File: src/rtl/dcnt_pkg.sv
// Package: shared defaults for the cascadable divider.
// Assumes: all digits have the same width; the chain is at least one digit long.
package dcnt_pkg;
    localparam int unsigned DEF_DIGIT_W = 4;
    localparam int unsigned DEF_STAGES  = 3;
endpackage

File: src/rtl/dcnt_digit.sv
// Module: one down-counting digit of the divider chain.
// Loads its preset slice when load_en is high (minus one unless hold is high),
// otherwise decrements unless hold is high. zero_out is qualified by chain_in.
// Assumes: hold already folds in the borrow condition from lower digits.
module dcnt_digit #(
    parameter int unsigned DIGIT_W = 4
) (
    input  logic               clk,
    input  logic               rst_n,
    input  logic [DIGIT_W-1:0] preset,
    input  logic               load_en,
    input  logic               hold,
    input  logic               chain_in,
    output logic [DIGIT_W-1:0] cnt,
    output logic               zero_out
);
    localparam logic [DIGIT_W-1:0] ONE = DIGIT_W'(1);

    // Digit state: reset, reload, or borrow-driven decrement.
    always_ff @(posedge clk) begin
        if (!rst_n)
            cnt <= '0;
        else if (load_en)
            cnt <= hold ? preset : preset - ONE;
        else if (!hold)
            cnt <= cnt - ONE;
    end

    // Zero flag of this digit, valid only if all upper digits are zero.
    assign zero_out = (cnt == '0) && chain_in;

    // Tracks a reset edge so the clear can be checked on the following edge.
    logic rst_seen;
    always_ff @(posedge clk) begin
        rst_seen <= !rst_n;
        if (rst_seen)
            AST_RESET_CLEARS: assert (cnt == '0);
    end

    AST_DIGIT_DECREMENT: assert property (@(posedge clk) disable iff (!rst_n)
        (!load_en && !hold) |=> cnt == DIGIT_W'($past(cnt) - ONE));
    AST_DIGIT_FROZEN: assert property (@(posedge clk) disable iff (!rst_n)
        (!load_en && hold) |=> $stable(cnt));
    AST_DIGIT_RAW_LOAD: assert property (@(posedge clk) disable iff (!rst_n)
        (load_en && hold) |=> cnt == $past(preset));
endmodule

File: src/rtl/dcnt_hold_gen.sv
// Module: per-digit hold generator.
// A digit may step only if every lower digit is zero: the live count between
// reloads, the incoming preset slices during a reload. The global inhibit, or a
// reload of N = 0, holds every digit.
// Assumes: load is the chain's terminal-count flag.
module dcnt_hold_gen #(
    parameter int unsigned DIGIT_W = 4,
    parameter int unsigned STAGES  = 3
) (
    input  logic                      inhibit,
    input  logic                      load,
    input  logic [STAGES*DIGIT_W-1:0] div_n,
    input  logic [STAGES*DIGIT_W-1:0] count,
    output logic [STAGES-1:0]         hold
);
    logic [STAGES-1:0] lower_nz;
    logic              global_hold;

    // Holds everything under inhibit or on a reload of N = 0.
    assign global_hold = inhibit || (load && (div_n == '0));

    assign lower_nz[0] = 1'b0;
    genvar k;
    generate
        for (k = 1; k < STAGES; k++) begin : g_borrow
            // Any nonzero lower digit (preset during reload) blocks this digit.
            assign lower_nz[k] = lower_nz[k-1] ||
                (load ? (div_n[(k-1)*DIGIT_W +: DIGIT_W] != '0)
                      : (count[(k-1)*DIGIT_W +: DIGIT_W] != '0));
        end
        for (k = 0; k < STAGES; k++) begin : g_hold
            assign hold[k] = global_hold || lower_nz[k];
        end
    endgenerate
endmodule

File: src/rtl/dcnt_divider.sv
// Module: top of the cascadable divide-by-N chain.
// Digits are chained most significant to least through their zero flags; the
// least significant flag is the tick and reloads every digit at once.
// Assumes: reset reaches every digit; div_n is steady for a full period when an
// exact ratio is wanted.
module dcnt_divider
    import dcnt_pkg::*;
#(
    parameter int unsigned DIGIT_W = DEF_DIGIT_W,
    parameter int unsigned STAGES  = DEF_STAGES
) (
    input  logic                      clk,
    input  logic                      rst_n,
    input  logic [STAGES*DIGIT_W-1:0] div_n,
    input  logic                      inhibit,
    output logic [STAGES*DIGIT_W-1:0] count,
    output logic                      tick,
    output logic [STAGES-1:0]         digit_zero
);
    localparam int unsigned TOTAL_W = STAGES * DIGIT_W;

    logic [STAGES-1:0] hold;
    logic [STAGES:0]   chain;

    // The most significant digit sees no digits above it.
    assign chain[STAGES] = 1'b1;

    dcnt_hold_gen #(.DIGIT_W(DIGIT_W), .STAGES(STAGES)) u_hold (
        .inhibit (inhibit),
        .load    (tick),
        .div_n   (div_n),
        .count   (count),
        .hold    (hold)
    );

    genvar k;
    generate
        for (k = 0; k < STAGES; k++) begin : g_digit
            dcnt_digit #(.DIGIT_W(DIGIT_W)) u_digit (
                .clk      (clk),
                .rst_n    (rst_n),
                .preset   (div_n[k*DIGIT_W +: DIGIT_W]),
                .load_en  (tick),
                .hold     (hold[k]),
                .chain_in (chain[k+1]),
                .cnt      (count[k*DIGIT_W +: DIGIT_W]),
                .zero_out (chain[k])
            );
            if (k + 1 < STAGES) begin : g_chain_chk
                AST_CHAIN_ORDER: assert property (@(posedge clk) disable iff (!rst_n)
                    digit_zero[k] |-> digit_zero[k+1]);
            end
        end
    endgenerate

    // Terminal count and per-digit flags come straight from the chain.
    assign tick       = chain[0];
    assign digit_zero = chain[STAGES-1:0];

    AST_TICK_MEANS_ZERO: assert property (@(posedge clk) disable iff (!rst_n)
        tick == (count == '0));
    AST_NZERO_PARKS: assert property (@(posedge clk) disable iff (!rst_n)
        (tick && div_n == '0) |=> tick);
    AST_RELOAD_MINUS_ONE: assert property (@(posedge clk) disable iff (!rst_n)
        (tick && !inhibit && div_n != '0) |=> count == TOTAL_W'($past(div_n) - 1'b1));
endmodule

File: config.mk
export PLATFORM = sky130hd
export DESIGN_NAME = dcnt_divider
export DESIGN_NICKNAME = d
export VERILOG_FILES = /design/src/rtl/dcnt_pkg.sv /design/src/rtl/dcnt_digit.sv /design/src/rtl/dcnt_hold_gen.sv /design/src/rtl/dcnt_divider.sv
export SDC_FILE = /design/constraint.sdc
export NUM_CORES = 1
export LEC_CHECK = 0
export BUFFER_PORTS_ARGS = -buffer_cell sky130_fd_sc_hd__buf_2
export CORE_ASPECT_RATIO = 0.6
export CORE_UTILIZATION = 35
export DETAILED_ROUTE_END_ITERATION = 10
export PLACE_DENSITY = 0.58
export SYNTH_ARGS = -nofsm -noshare
export SYNTH_HDL_FRONTEND = slang
export SYNTH_SLANG_ARGS = --single-unit
export TNS_END_PERCENT = 100
File: constraint.sdc
create_clock -name clk -period 2.6 [get_ports clk]
set_input_delay 0.52 -clock clk [delete_from_list [all_inputs] [get_ports clk]]
set_output_delay 0.52 -clock clk [all_outputs]
set_load 0.05 [all_outputs]
==> impl_metrics.py <==
metrics = {
    "run_status": {
        "status": "finished clean",
    },
    "clocking": {
        "cts_tree": "yes",
        "clk_pin_slew_worst_paths_ps": 50,
        "clkSinkCount": 12,
        "cts_buffer_depth": 2,
        "cts_hold_buf": 0,
        "cts_htree_levels": 1,
        "root_buffer": "clkbuf_8",
        "postCtsSetupBuffers": 0,
        "clk_latency_ps": 240,
        "cts_made_buffers": 3,
    },
    "final_layout": {
        "largest_reg_flops": 12,
        "stdcell_area_um2": 1370,
        "layout-drive-gt1-share": 0.316,
        "area_growth_pct": 20.8,
        "fin_util": 0.460,
        "layout.nets": 200,
        "top_regs": "g_digit.u_digit.cnt (12)",
        "max_flop_register": "g_digit.u_digit.cnt",
        "diodes": 0,
        "fillCellCount": 304,
    },
    "synth": {
        "yosys.area.top_type": "dfxtp_1",
        "synthMuxAreaShare": 0.0495,
        "yosysMostFrequentCell": "inv_1",
        "synth_top_area_share": 0.211,
        "async_flop_share": 0,
        "synth_xor_area_frac": 0.0539,
        "syn_area_um2": 1140,
        "syn_area_per_cell_um2": 8.01,
        "synthTopCellsByArea": "dfxtp_1 21%, ha_1 13%, a21oi_1 4.8%, inv_1 4.6%, o21ai_0 3.5%",
        "synth_fa_ha_area_frac": 0.132,
        "synth.top_cells.by_count": "14 x inv_1, 12 x dfxtp_1, 12 x ha_1",
        "synth_warnings": 0,
        "synth_compound_area_frac": 0.215,
        "synth_seq_cells": 12,
        "syn_nets": 169,
        "synth_top_family_by_area": "simple AND/OR/NAND/NOR gates",
        "ys_types": 40,
        "synthCells": 142,
        "synth_flop_cell": "dfxtp_1",
        "seq_area_frac_synth": 0.211,
        "synth-edff-count": 0,
        "synthSimpleGateAreaFrac": 0.249,
    },
    "global_route": {
        "grt_pass1_vias": 975,
        "antenna_found_initial": 0,
        "grt_start_max_net_pins": 20,
        "grt_pass1_wl_um": 4520,
        "grt-ovfl-total": 0,
        "track_usage": 0.179,
    },
    "sta": {
        "achievable-frequency_mhz": 416,
        "finalHoldViolations": 0,
        "setup_viol": 0,
        "drv_slew": 0,
        "holdWs_ps": 563,
        "max_slew.worst_pin.slew_ps": 497,
        "slew_headroom": 0.668,
        "period_needed_ps": 2410,
        "fin_crit_sh": 0.926,
        "finalSetupTns_ps": 0,
        "rsz0062_at_grt": "no",
        "skew_ps": 0.640,
    },
    "critical_path": {
        "worst_ep_arrival_time_ps": 1890,
        "r2r_cells": 8,
        "crit_type": "reg2out",
        "crit_required_ps": 2080,
        "cp-start-kind": "flop",
        "rr_startpoint": "g_digit[1].u_digit.cnt[0]",
        "rrSetupSlack_ps": 340,
        "cp_max_fo": 5,
        "r2r-end": "g_digit[1].u_digit.cnt[1]",
        "endpoint_kind": "output pin",
    },
    "die": {
        "io-pin-count": 31,
        "die_x_um": 75.6,
        "coreArea_um2": 2980,
        "start_util": 0.381,
        "fp.dieH_um": 46.2,
        "core.rowCount": 15,
        "die-area_um2": 3490,
    },
    "power_and_ir_drop": {
        "comb_power_share": 0.693,
        "p_sw_w": 0.000889,
        "p_seq_frac": 0.198,
        "intPower_w": 0.000695,
        "powerDensity_nw_per_um2": 1150,
        "ir_drop_mv": 0.441,
        "leakagePower_nw": 0.616,
        "swShare": 0.561,
        "clock_power_share": 0.108,
    },
    "min_path": {
        "min_from": "rst_n",
        "hold_end": "g_digit[0].u_digit.cnt[2]",
        "min_path_cells": 2,
        "hp-class": "in2reg",
    },
    "placed_design": {
        "routabilityCongestion": 0.791,
        "dp_hpwl_um": 2330,
        "io_buffer_count": 30,
        "postPlaceCellArea_um2": 1320,
    },
    "detailed_routing": {
        "drc": 0,
        "vias": 1128,
        "totalWireLength_um": 2870,
        "drt_iter0_drc": 103,
        "firstDrtPassIters": 4,
        "postRouteAntennaNets": 0,
        "wire_per_inst_um": 13.5,
        "vias_per_cell": 5.30,
    },
    "run": {
        "max-cap-violations": 0,
    },
}
[worst max path at each step]
stage	depth (start not counted)	end	start
after global routing	6	digit_zero[1]	g_digit[1].u_digit.cnt[0]
after CTS	7	digit_zero[1]	g_digit[2].u_digit.cnt[0]
final	6	digit_zero[1]	g_digit[1].u_digit.cnt[0]
after detailed placement	8	g_digit[1].u_digit.cnt[1]	div_n[8]
after floorplan	9	digit_zero[0]	g_digit[2].u_digit.cnt[0]
after global placement	8	g_digit[2].u_digit.cnt[1]	div_n[8]
[kinds of logic after synthesis]
| group | after synthesis |
|---|---|
| AOI/OAI and AO/OA | 39 |
| muxes | 5 |
| adders and majority gates | 12 |
| and+or+nand+nor | 44 |
| buffers and inverters | 23 |
| DFF | 12 |
| xor gates and xnor gates | 7 |
[metrics by stage]
stage                     std cells  setup WS [ps]  power, W
after global routing            213           47.8   0.00171
after detailed placement        210            216   0.00139
after global placement          210            283   0.00138
after floorplan                 142           28.4   0.00118
after CTS                       213           43.7   0.00157
final                           213            193   0.00158
[cells in the final DEF (no fill, tap or decap), types with 2 or more instances in the layout]
cell type	Yosys	final
xnor2_1	3	3
nand2b_1	5	5
o21ai_0	8	8
nor2_1	7	7
a31oi_1	6	6
dfxtp_2	0	2
or3_1	2	2
o21a_1	2	2
buf_2	1	27
a21oi_1	11	11
xor2_1	4	4
clkbuf_8	0	3
a211oi_1	2	2
nor4_1	4	4
mux2i_1	3	3
or3b_2	4	3
o211ai_1	4	4
nor3_1	4	4
o21ai_2	2	2
clkbuf_4	0	3
or4_1	2	2
dfxtp_1	12	10
nor3b_1	2	2
ha_1	12	12
buf_4	4	3
nand2_1	7	7
inv_1	14	14
[layout make-up]
| cell class | count | area, um2 | share of cell area |
|---|---|---|---|
| Sequential cell | 12 | 243 | 0.177 |
| Timing Repair Buffer | 33 | 180 | 0.131 |
| Clock buffer | 3 | 41.3 | 0.0301 |
| Multi-Input combinational cell | 107 | 797 | 0.580 |
| Inverter | 16 | 60.1 | 0.0437 |
| Tap cell | 42 | 52.6 | 0.0383 |
[critical path, cell delays in order (launching register included)]
cell and delay, ps:
dfxtp_1 340, inv_1 90, ha_1 160, nor3b_1 440
nand2_1 260, inv_1 130, clkbuf_4 230
[repair_timing]
item,4_1_cts,5_1_grt
endpoints found under the setup margin,0,3
endpoints found under the hold margin,0,0
gates resized for setup,0,4
[routing by layer]
metal,global-route usage,wire length (um),up-vias,part of all wire
li1,-,-,567,-
met1,0.252,1410,512,0.49
met2,0.273,1190,45,0.42
met3,0.0525,222,4,0.077
met4,0.0333,42,0,0.015
met5,0,0,-,0
[power groups by stage]
stage	Clock (W)	Combinational (W)	Sequential (W)
2_1_floorplan	0	0.000678	0.000501
3_3_place_gp	0	0.00106	0.000313
3_5_place_dp	0	0.00108	0.000317
4_1_cts	0.000174	0.00108	0.000314
5_1_grt	0.000184	0.00120	0.000326
6_report	0.000171	0.00110	0.000314
No activity file was read; power rests on OpenSTA's default activity.
